$ cat config.mk
export PLATFORM = sky130hd
export DESIGN_NAME = rmdac_dual
export DESIGN_NICKNAME = d
export VERILOG_FILES = /design/src/rtl/rmdac_pkg.sv /design/src/rtl/rmdac_phase_ctr.sv /design/src/rtl/rmdac_picket_dec.sv /design/src/rtl/rmdac_stream.sv /design/src/rtl/rmdac_dual.sv
export SDC_FILE = /design/constraint.sdc
export NUM_CORES = 1
export LEC_CHECK = 0
export BUFFER_PORTS_ARGS = -buffer_cell sky130_fd_sc_hd__buf_2
export CORE_ASPECT_RATIO = 0.8
export CORE_UTILIZATION = 53
export CTS_CLUSTER_SIZE = 30
export DETAILED_ROUTE_END_ITERATION = 8
export GPL_TIMING_DRIVEN = 0
export PLACE_DENSITY_LB_ADDON = 0.15
export SYNTH_ARGS = -nofsm -noshare
export SYNTH_HDL_FRONTEND = slang
export SYNTH_SLANG_ARGS = --single-unit
$ cat constraint.sdc
create_clock -name clk -period 1.6 [get_ports clk]
set_input_delay 0.08 -clock clk [delete_from_list [all_inputs] [get_ports clk]]
set_output_delay 0.08 -clock clk [all_outputs]
set_load 0.01 [all_outputs]
$ cat src/rtl/rmdac_pkg.sv
package rmdac_pkg;
   // Index of each output stream inside the stream generate loop
   typedef enum int {
      STREAM_FINE   = 0,
      STREAM_COARSE = 1
   } rmdac_stream_e;

   localparam int RMDAC_NUM_STREAMS = 2;
   localparam int RMDAC_MIN_SEG_W   = 2;
   localparam int RMDAC_MAX_SEG_W   = 16;
endpackage

$ cat src/rtl/rmdac_phase_ctr.sv
// Free-running binary phase counter with wrap and start decodes.
module rmdac_phase_ctr #(
   parameter int W = 6
) (
   input  logic         clk,
   input  logic         rst,
   output logic [W-1:0] phase,
   output logic         last,
   output logic         first
);
   always_ff @(posedge clk) begin
      if (rst) phase <= '0;
      else     phase <= phase + 1'b1;
   end

   assign last  = &phase;
   assign first = ~|phase;
endmodule

$ cat src/rtl/rmdac_picket_dec.sv
// Decodes the phase into mutually exclusive binary-weighted enables.
// Enable k fires when phase bit k is low and every bit below it is high.
module rmdac_picket_dec #(
   parameter int W = 6
) (
   input  logic [W-1:0] phase,
   output logic [W-1:0] picket
);
   for (genvar k = 0; k < W; k++) begin : g_pk
      if (k == 0) begin : g_heavy
         assign picket[k] = ~phase[0];
      end else begin : g_light
         assign picket[k] = ~phase[k] & (&phase[k-1:0]);
      end
   end
endmodule

$ cat src/rtl/rmdac_stream.sv
// One weighted stream: the heaviest enable pairs with the top weight bit.
module rmdac_stream #(
   parameter int W = 6
) (
   input  logic         clk,
   input  logic         rst,
   input  logic [W-1:0] picket,
   input  logic [W-1:0] weight,
   output logic         dout
);
   logic [W-1:0] hit;

   for (genvar k = 0; k < W; k++) begin : g_hit
      assign hit[k] = picket[k] & weight[W-1-k];
   end

   always_ff @(posedge clk) begin
      if (rst) dout <= 1'b0;
      else     dout <= |hit;
   end
endmodule

$ cat src/rtl/rmdac_dual.sv
module rmdac_dual
   import rmdac_pkg::*;
#(
   parameter int SEG_W = 6
) (
   input  logic               clk,
   input  logic               rst,
   input  logic [2*SEG_W-1:0] code,
   output logic               dac_coarse,
   output logic               dac_fine,
   output logic               cycle_start
);
   localparam int CODE_W = RMDAC_NUM_STREAMS * SEG_W;

   if (SEG_W < RMDAC_MIN_SEG_W || SEG_W > RMDAC_MAX_SEG_W) begin : g_bad_seg_w
      $error("rmdac_dual: SEG_W out of supported range");
   end

   logic [SEG_W-1:0]             phase;
   logic [SEG_W-1:0]             picket;
   logic                         phase_last;
   logic                         phase_first;
   logic [CODE_W-1:0]            held;
   logic [RMDAC_NUM_STREAMS-1:0] stream_out;

   rmdac_phase_ctr #(.W(SEG_W)) u_ctr (
      .clk   (clk),
      .rst   (rst),
      .phase (phase),
      .last  (phase_last),
      .first (phase_first)
   );

   // Code is taken only at the wrap so a window is never split
   always_ff @(posedge clk) begin
      if (rst)             held <= '0;
      else if (phase_last) held <= code;
   end

   rmdac_picket_dec #(.W(SEG_W)) u_dec (
      .phase  (phase),
      .picket (picket)
   );

   for (genvar s = 0; s < RMDAC_NUM_STREAMS; s++) begin : g_stream
      rmdac_stream #(.W(SEG_W)) u_str (
         .clk    (clk),
         .rst    (rst),
         .picket (picket),
         .weight (held[s*SEG_W +: SEG_W]),
         .dout   (stream_out[s])
      );
   end

   assign dac_fine    = stream_out[STREAM_FINE];
   assign dac_coarse  = stream_out[STREAM_COARSE];
   assign cycle_start = phase_first;
endmodule

Yosys cells after proc, flatten, opt, wreduce, memory -nomap -nowiden --
Cells that the tools add are included.
Word-level totals: output and inout bits 3, logic and storage cells 37, bits of input ports 14, register bits 20
Operators by class: add/sub/neg operators 1, reductions and logical operators 9, bitwise operators 23
Operators with widths (count):
- 6-bit OR reduction | 3
- 1-bit bitwise AND | 17
- 6-bit by 1-bit adder with 6-bit output (second input constant) | 1
- 1-bit NOT | 6
- 6-bit AND reduction | 1
- 5-bit AND reduction | 1
- 4-bit AND reduction | 1
- 3-bit AND reduction | 1
- 2-bit AND reduction | 1
- 1-bit zero test | 1

Longest topological paths before layout --
Gate-level depths: netlist (run 1).
word-level depth 4, mapped depth 6, mapped depth without buffers 6

Modules after synthesis --
A second synthesis (run 1) with hierarchy kept.
Unflattened totals: cells, all modules 85, area total of the unflattened synthesis 832.0 um^2
Modules (own cells, without submodules):
- rmdac_dual | cells each 38, instances 1, area an instance 420.4 um^2, sequential area each 240.2 um^2
- rmdac_phase_ctr | cells each 29, instances 1, area an instance 269.0 um^2, sequential area each 120.1 um^2
- rmdac_stream | cells each 5, instances 2, area an instance 48.8 um^2, sequential area each 20.0 um^2
- rmdac_picket_dec | cells each 8, instances 1, area an instance 45.0 um^2, sequential area each 0.0 um^2

Worst setup path after synthesis (run 1) --
Ideal clock, no wire load.
path type register -> register, start reg u_ctr.phase[0], end reg held[0], required time 1.528 ns, library setup time 0.072 ns, buffers on the path 2, period minus slack after synthesis 1.385 ns, stages on the path, launching flop included 7, arrival time 1.314 ns, slack 0.215 ns, cell sequence dfxtp_1 -> ha_1 -> and3_4 -> and3_4 -> buf_6 -> buf_12 -> mux2i_1
On the way: cells in the longest elaborated chain, start to end 1
Ends and longest elaborated chain:
- start, declared | RTL line rmdac_phase_ctr.sv:7 | output logic [W-1:0] phase,
- start signal, assigned | RTL line rmdac_phase_ctr.sv:13 | else phase <= phase + 1'b1;
- 6-bit AND reduction | RTL line rmdac_phase_ctr.sv:16 | assign last = &phase;
- end signal, assigned | RTL line rmdac_dual.sv:37 | else if (phase_last) held <= code;
- end, declared | RTL line rmdac_dual.sv:23 | logic [CODE_W-1:0] held;
Every way passes these cells. A chain may end at the register's enable or synchronous reset.

Worst setup path after layout (run 1) --
start reg u_ctr.phase[0], end reg held[4]
Same word-level chain as after synthesis.

==> flow_metrics.tcl, run 1 <==
set metrics [dict create \
    worstMarginPinSlew_ps 403 \
    h-tree-depth 1 \
    clock_sinks 20 \
    r2r-start "u_ctr.phase[0]$_SDFF_PP0_" \
    drc_errors 0 \
    port-buffer-count 16 \
    max_freq_mhz 672 \
    syn_to_final_growth_pct 16.7 \
    cts_setup_buffers 0 \
    yosys.area.top_type "dfxtp_1" \
    cts_tree "built" \
    n_antenna_cell 0 \
    setup_tns_ps 0 \
    cp_max_fo 10 \
    grt_pass1_vias 711 \
    synth_seq_cells 20 \
    path_class "flop to flop" \
    die_x_um 50.2 \
    irDropWorstVdd_v 0.000727 \
    finalCriticalPeriod_ps 1490 \
    cts_made_buffers 3 \
    dr_total_vias 698 \
    cts_root_buf "clkbuf_4" \
    synth_nets 119 \
    min_path_type "input port to flop" \
    drt_wl_total_um 1710 \
    power.density_nw_per_um2 871 \
    gp_congestion 0.729 \
    pre_cts_ws_ps 48.7 \
    grt_pass1_wl_um 2970 \
    setup_viol 0 \
    syn_area_um2 983 \
    grt.overflow.total 0 \
    ctsHoldBuffers 0 \
    synth_area_leaders "dfxtp_1 41%, nand2b_1 16%, mux2i_1 12%" \
    grt_max_degree 13 \
    num_rows 13 \
    avgSynthCellArea_um2 10.0 \
    relSlewSlack_pct 73.1 \
    ys_seq_area_share_pct 40.7 \
    die_h_um 40.5 \
    leakagePower_uw 0.000445 \
    hold_violations 0 \
    cp.required_ps 1840 \
    min_from "code[2]" \
    pin_count 17 \
    start_util_pct 58.7 \
    wl_per_cell_um 12.2 \
    skew_ps 0.814 \
    insertion_delay_ps 300 \
    maxSlewViolCount 0 \
    worstPathArrival_ps 1720 \
    ctsResizeCount 0 \
    dp_hpwl_um 1310 \
    rsz0062_at_grt "no" \
    die_area_um2 2030 \
    power_uw 1000 \
    postRouteAntennaNets 0 \
    worst_slack_ps 112 \
    cap_violations 0 \
    ys_types 19 \
    grt.total_usage_pct 20.8 \
    synth_cells 98 \
    cts.clk_slew.worst_paths_ps 120 \
    firstDrtPassIters 4 \
    startpoint "u_ctr.phase[0]$_SDFF_PP0_" \
    drive_gt1_share_pct 22.0 \
    finalCritPeriodShare_pct 93.0 \
    outcome "complete, no violations" \
    yosys_warnings 0 \
    cts_max_path_buffers 2 \
    cp-start-kind "flop" \
    core-area_um2 1680 \
    cp-end-kind "flop" \
    final_nets 140 \
    antenna_found_initial 0 \
    drt-initial-drc-count 12 \
    viasPerCell 4.99 \
    synth_top_area_share_pct 40.7 \
]
-- power breakdown --
group	switching (uW)	internal, uW	total (uW)
sequential	6.37	505	511
clock	163	253	416
combinational	33.7	38.9	72.6
total	203	797	1000
-- Yosys cell counts (all sizes together) --
cell,count
nand2,1
a22oi,6
and3,2
buf,2
nand2b,25
clkbuf,3
nor2,6
inv,4
and4,1
o21bai,1
nor4,1
mux2i,12
dfxtp,20
xor2,1
nand3,1
nor2b,3
a31oi,2
ha,7
-- logic make-up after synthesis --
kind of cell / share of synthesized area (%)
buf+inv: 5.85
fa+ha+maj: 8.91
mux: 12.2
simple gates: 24.8
compound gates: 6.62
xor+xnor: 0.891
flops: 40.7
-- per-stage QoR --
stage / hold WS [ps] / std cells / instance area, um^2 / utilization (%)
2_1_floorplan: 235 / 98 / 983 / -
3_3_place_gp: 341 / 136 / 1090 / 65.1
3_5_place_dp: 350 / 136 / 1090 / 65.1
4_1_cts: 14.7 / 140 / 1140 / 68.3
5_1_grt: 17.5 / 140 / 1150 / 68.5
6_report: 17.1 / 140 / 1150 / 68.5
-- worst paths after layout --
kind                                                  end  slack (ps)  depth (start not counted)
worst max-delay path                 held[4]$_SDFFE_PP0P_         110                          6
worst min-delay path                 held[2]$_SDFFE_PP0P_          20                          3
worst max register to register       held[4]$_SDFFE_PP0P_         110                          6
worst min register to register  u_ctr.phase[0]$_SDFF_PP0_         470                          1
-- area by class of cell --
type                       count  area [um^2]
clock inverter                 1         30.0
fill                         137          528
buffer                         5         42.5
multi-input combinational     69          528
sequential                    20          402
tap                           22         27.5
clock buffer                   3         22.5
inverter                       4         15.0
timing repair buffer          16         80.1
-- sequential cells by signal, summed over array words and instances (netlist names) --
signal / cells
g_stream.u_str.dout: 2
u_ctr.phase: 6
held: 12
-- critical path, stage by stage (launching register included) --
cell and delay [ps]:
dfxtp_2 390, ha_2 200, and3_4 200, and3_4 180
buf_6 110, buf_12 130, mux2i_1 210
-- layer usage --
metal	track usage [%]	routed length [um]
met4	7.86	13
met2	37.7	814
met5	0	0
met1	23.6	798
met3	6.82	85
-- placed cells by master, fill, tap and decap left out --
cell and count:
clkbuf_4 3, ha_1 6, nor2b_1 3, nor2_1 6, ha_2 1, nor4_1 1
buf_6 1, a22oi_1 6, inv_1 4, nand2b_1 25, buf_12 1, buf_2 16
dfxtp_1 19, xor2_1 1, nand2_1 1, and3_4 2, o21bai_1 1, a31oi_1 2
bufinv_16 1, mux2i_1 12, dfxtp_2 1, nand3_1 1, clkbuf_1 3, and4_1 1
Power figures use the tool's default switching activity.
==> run 2: changes to the inputs <==
--- a/config.mk
+++ b/config.mk
@@ -8,10 +8,11 @@
 export BUFFER_PORTS_ARGS = -buffer_cell sky130_fd_sc_hd__buf_2
 export CORE_ASPECT_RATIO = 0.8
 export CORE_UTILIZATION = 53
-export CTS_CLUSTER_SIZE = 30
+export CTS_CLUSTER_DIAMETER = 80
 export DETAILED_ROUTE_END_ITERATION = 8
 export GPL_TIMING_DRIVEN = 0
 export PLACE_DENSITY_LB_ADDON = 0.15
+export RECOVER_POWER = 25
 export SYNTH_ARGS = -nofsm -noshare
 export SYNTH_HDL_FRONTEND = slang
 export SYNTH_SLANG_ARGS = --single-unit
==> run 2 against run 1 <==
Against the previous run:
- maximum frequency unchanged
- critical path depth stayed put
- combinational power is essentially flat
- utilization down 0.15 points
- sequential share of layout area is 0.076 points higher
- non-clock buffer count stayed put
- cell count unchanged
- hold slack hardly changed
- wire length about the same
- global-route usage is the same
- largest power group unchanged
==> flow_metrics.tcl, run 2 (synthesized netlist as in run 1, its figures left out) <==
set metrics [dict create \
    start_util_pct 58.7 \
    cts_root_buf "clkbuf_4" \
    grt.overflow.total 0 \
    dr_total_vias 698 \
    final_nets 140 \
    leakagePower_uw 0.000436 \
    post-place-cells 136 \
    hold_violations 0 \
    min_path_type "input port to flop" \
    irDropWorstVdd_v 0.000727 \
    outcome "complete, no violations" \
    n_antenna_cell 0 \
    syn_to_final_growth_pct 16.4 \
    drt-initial-drc-count 12 \
    drt_wl_total_um 1710 \
    cap_violations 0 \
    firstDrtPassIters 4 \
    clock_sinks 20 \
    die_area_um2 2030 \
    worst_path_most_repeated_cell "and3_4" \
    top_layer "met4" \
    placed_area_um2 1090 \
    fin_cells 140 \
    insertion_delay_ps 300 \
    path_buf_inv 2 \
    die_x_um 50.2 \
    crit_family "flip-flops" \
    grt_pass1_wl_um 2970 \
    slowest_delay_ps 390 \
    cts_tree "built" \
    worstMarginPinSlew_ps 403 \
    setup_tns_ps 0 \
    core-area_um2 1680 \
    reg_top3 "held: 12 flops, u_ctr.phase: 6 flops, g_stream.u_str.dout: 2 flops" \
    finalCriticalPeriod_ps 1490 \
    die_h_um 40.5 \
    cp-start-kind "flop" \
    cts_setup_buffers 0 \
    grt_pass1_vias 711 \
    largest_reg_flops 12 \
    relSlewSlack_pct 73.1 \
    cts_made_buffers 3 \
    setup_viol 0 \
    cts_max_path_buffers 2 \
    cts.clk_slew.worst_paths_ps 120 \
    critPathSlowestCell "dfxtp_2" \
    ctsHoldBuffers 0 \
    grt_max_degree 13 \
    drc_errors 0 \
    h-tree-depth 1 \
    power.density_nw_per_um2 873 \
    dr_wl_met3_um 85 \
    fin_util_pct 68.3 \
    num_rows 13 \
    crit_chain "ha_2 -> and3_4 -> and3_4 -> buf_6 -> buf_12 -> mux2i_1" \
    grt.total_usage_pct 20.8 \
    worstPathArrival_ps 1720 \
    max_freq_mhz 672 \
    path_class "flop to flop" \
    wl_met1_um 797 \
    dr_wl_met2_um 814 \
    gp_congestion 0.729 \
    layout_common_cells "25 x nand2b_1, 19 x dfxtp_1, 14 x buf_2, 12 x mux2i_1" \
    largest_register "held" \
    port-buffer-count 16 \
    postRouteAntennaNets 0 \
    cp.required_ps 1840 \
    skew_ps 0.814 \
    finalCritPeriodShare_pct 93.0 \
    pin_count 17 \
    dp_hpwl_um 1310 \
    wl_per_cell_um 12.2 \
    cp_max_fo 10 \
    cp-end-kind "flop" \
    design_area_um2 1140 \
    maxSlewViolCount 0 \
    viasPerCell 4.99 \
    drive_gt1_share_pct 20.3 \
    rsz0062_at_grt "no" \
    antenna_found_initial 0 \
    layout_commonest_cell "nand2b_1" \
]
==> run 2: power by group <==
part / switching [uW] / leakage, uW / internal, uW / total [uW]
Clock: 163 / 0.0000279 / 253 / 416
Sequential: 6.37 / 0.000162 / 505 / 511
Combinational: 33.7 / 0.000246 / 38.9 / 72.6
==> run 2: per-layer routing <==
metal / vias to the layer above / GRT usage, %
met3: 2 / 6.82
met4: 0 / 7.86
met2: 18 / 37.7
met1: 314 / 23.6
li1: 364 / -
met5: - / 0
==> run 2: tightest hold or removal path, delay by kind of cell <==
| family | cells | cell delay, ps |
|---|---|---|
| AND/OR/NAND/NOR | 1 | 50 |
| buffers and inverters | 1 | 90 |
| multiplexers | 1 | 60 |
==> run 2: repair_timing <==
action,4_1_cts,5_1_grt
hold endpoints to repair,0,0
resized for setup,0,2
endpoints found under the setup margin,0,12
==> run 2: worst paths after layout <==
path,depth (start not counted),from,end,slack (ps)
setup reg to reg,6,u_ctr.phase[0]$_SDFF_PP0_,held[4]$_SDFFE_PP0P_,110
hold reg to reg,1,u_ctr.phase[0]$_SDFF_PP0_,u_ctr.phase[0]$_SDFF_PP0_,470
setup / recovery,6,u_ctr.phase[0]$_SDFF_PP0_,held[4]$_SDFFE_PP0P_,110
hold / removal,3,code[2],held[2]$_SDFFE_PP0P_,20
==> run 2: final cells by class <==
| class | count | area (um^2) |
|---|---|---|
| Fill cell | 134 | 531 |
| Sequential cell | 20 | 402 |
| Buffer | 5 | 42.5 |
| Inverter | 4 | 15.0 |
| Multi-Input combinational cell | 69 | 528 |
| Timing Repair Buffer | 16 | 77.6 |
| Tap cell | 22 | 27.5 |
| Clock inverter | 1 | 30.0 |
| Clock buffer | 3 | 22.5 |
==> run 2: through the flow <==
| step | power, uW | worst slack [ps] | hold WS, ps |
|---|---|---|---|
| final | 1000 | 112 | 17.1 |
| after global routing | 1040 | 16.0 | 17.5 |
| after CTS | 1010 | 21.7 | 14.7 |
| after detailed placement | 595 | 48.7 | 350 |
| after global placement | 592 | 109 | 341 |
| after floorplan | 563 | 215 | 235 |
==> run 3: changes to the inputs <==
--- a/config.mk
+++ b/config.mk
@@ -5,6 +5,7 @@
 export SDC_FILE = /design/constraint.sdc
 export NUM_CORES = 1
 export LEC_CHECK = 0
+export ABC_AREA = 1
 export BUFFER_PORTS_ARGS = -buffer_cell sky130_fd_sc_hd__buf_2
 export CORE_ASPECT_RATIO = 0.8
 export CORE_UTILIZATION = 53
==> run 3 against run 2 <==
Against the previous run:
- flip-flop and latch count is the same
- maximum frequency up 3.0%
- clock power shrank 28%
- wire length is 7.7% higher
- highest routed layer unchanged
- non-clock buffer count decreased by 2
- sequential share of layout area grew 1.3 points
- setup slack gained 43 ps
- die area decreased by 1.8%
- global-route usage increased by 1.5 points
- cell count rose by 30%
- count of clock-buffer cells in the layout rose by 1
- utilization is 1.7 points lower
==> flow_metrics.tcl, run 3 <==
set metrics [dict create \
    cap_violations 0 \
    drt-initial-drc-count 19 \
    synth_edf_count 0 \
    relSlewSlack_pct 88.0 \
    final_nets 182 \
    avgSynthCellArea_um2 6.84 \
    hold_violations 0 \
    ys.flop_type "dfxtp_1" \
    antenna_found_initial 0 \
    synth-simple-area-share_pct 35.0 \
    pwr-share-comb_pct 7.9 \
    syn_to_final_growth_pct 14.5 \
    cts_max_path_buffers 2 \
    design_area_um2 1100 \
    reg_top3 "held: 12 flops, u_ctr.phase: 6 flops, g_stream.u_str.dout: 2 flops" \
    wl_per_cell_um 10.1 \
    synth_xor_area_share_pct 0.908 \
    cp.required_ps 1850 \
    pin_count 17 \
    fin_cells 182 \
    synth_top_area_share_pct 41.5 \
    synth_seq_cells 20 \
    dp_hpwl_um 1410 \
    ys_types 14 \
    clkPwrFrac_pct 34.0 \
    yosys_warnings 0 \
    fin_util_pct 66.6 \
    port-buffer-count 15 \
    leakagePower_uw 0.000549 \
    ys_async_sr_fraction_pct 0 \
    max_freq_mhz 692 \
    post-place-cells 178 \
    postRouteAntennaNets 0 \
    pre_cts_ws_ps 117 \
    largest_reg_flops 12 \
    worstMarginPinSlew_ps 179 \
    finalCriticalPeriod_ps 1440 \
    p_sw_uw 206 \
    grt_pass1_wl_um 3120 \
    power.density_nw_per_um2 797 \
    path_class "flop to flop" \
    cts_tree "built" \
    cp_max_fo 3 \
    drc_errors 0 \
    muxShareOfSynthArea_pct 0 \
    placed_area_um2 1070 \
    dr_total_vias 838 \
    outcome "complete, no violations" \
    syn_area_um2 965 \
    layout_commonest_cell "nand2_1" \
    yosysMostFrequentCell "nand2_1" \
    worst_slack_ps 155 \
    largest_register "held" \
    cts.clk_slew.worst_paths_ps 120 \
    grt_max_degree 12 \
    insertion_delay_ps 310 \
    die_x_um 49.7 \
    cp-end-kind "flop" \
    die_area_um2 2000 \
    n_antenna_cell 0 \
    clock_sinks 20 \
    pwr-share-seq_pct 58.2 \
    synthAdderAreaFrac_pct 9.08 \
    drive_gt1_share_pct 15.6 \
    ys_seq_area_share_pct 41.5 \
    synth_top_family_by_area "simple AND/OR/NAND/NOR gates" \
    start_util_pct 58.1 \
    irDropWorstVdd_v 0.000648 \
    worstPathArrival_ps 1700 \
    layout_common_cells "40 x nand2_1, 34 x nor2_1, 22 x inv_1, 19 x dfxtp_1, 15 x buf_2" \
    internal_power_uw 675 \
    rsz0062_at_grt "no" \
    firstDrtPassIters 4 \
    cts_made_buffers 3 \
    synth_cells 141 \
    num_rows 13 \
    drt_wl_total_um 1840 \
    core-area_um2 1660 \
    synth_nets 162 \
    viasPerCell 4.60 \
    finalCritPeriodShare_pct 90.3 \
    synth_common_cells "40 x nand2_1, 35 x nor2_1, 22 x inv_1, 20 x dfxtp_1, 7 x ha_1" \
    cp-start-kind "flop" \
    synth_compound_area_share_pct 1.56 \
    yosys.area.top_type "dfxtp_1" \
    setup_viol 0 \
    grt_pass1_vias 768 \
    synth_area_leaders "dfxtp_1 42%, nand2_1 16%, nor2_1 14%" \
    setup_tns_ps 0 \
    grt.total_usage_pct 22.4 \
    r2r_cells 8 \
    die_h_um 40.2 \
    min_path_type "input port to flop" \
    h-tree-depth 1 \
    cts_root_buf "clkbuf_4" \
    grt.overflow.total 0 \
    whs_path_depth 2 \
    skew_ps 12.6 \
    maxSlewViolCount 0 \
    switching_share_pct 23.3 \
    gp_congestion 0.753 \
]
==> run 3: layout make-up <==
class | instances | area, um^2
multi-input combinational | 95 | 452
timing repair buffer | 15 | 72.6
inverter | 22 | 82.6
tap | 22 | 27.5
sequential | 20 | 402
fill | 159 | 554
clock buffer | 4 | 36.3
buffer | 4 | 32.5
==> run 3: cells by family after synthesis <==
kind of cell	after synthesis
xor+xnor	1
buf+inv	26
flops	20
fa+ha+maj	7
simple gates	84
compound gates	3
==> run 3: layer usage <==
metal  part of all wire (%)  GRT usage, %  routed length [um]
met5                      0             0                   0
met4                    1.0          6.43                  19
met3                    4.0          7.95                  73
met2                     48          43.9                 876
met1                     47          23.4                 873
==> run 3: critical path: stages, from the launching register on <==
cell and delay, ps:
dfxtp_1 400, ha_1 220, nand2_1 140, nor2_2 140, ha_1 180, nand3_1 90, nand2_1 60, inv_1 40
a21oi_1 120
==> run 3: worst paths after layout <==
path | to | slack (ps) | from
hold / removal | u_ctr.phase[0]$_SDFF_PP0_ | 9 | rst
setup reg to reg | g_stream[1].u_str.dout$_SDFF_PP0_ | 160 | u_ctr.phase[1]$_SDFF_PP0_
hold reg to reg | u_ctr.phase[0]$_SDFF_PP0_ | 470 | u_ctr.phase[0]$_SDFF_PP0_
setup / recovery | g_stream[1].u_str.dout$_SDFF_PP0_ | 160 | u_ctr.phase[1]$_SDFF_PP0_
==> run 3: through the flow <==
stage | power [uW] | hold slack, ps
2_1_floorplan | 563 | 273
3_3_place_gp | 588 | 347
3_5_place_dp | 592 | 347
4_1_cts | 888 | 8.51
5_1_grt | 918 | 7.75
6_report | 881 | 9.46
==> run 3: power by group through the flow <==
stage | Clock, uW | Sequential [uW] | Combinational, uW
final | 299 | 513 | 69.2
after CTS | 307 | 512 | 69.2
after floorplan | 0 | 521 | 42.1
after detailed placement | 0 | 523 | 68.7
after global placement | 0 | 522 | 66.1
after global routing | 325 | 513 | 79.9
==> run 3: what timing repair did <==
action | in CTS | in global routing
setup endpoints to repair | 0 | 2
resized for setup | 0 | 2
setup buffers | 0 | 0
hold buffers | 0 | 0
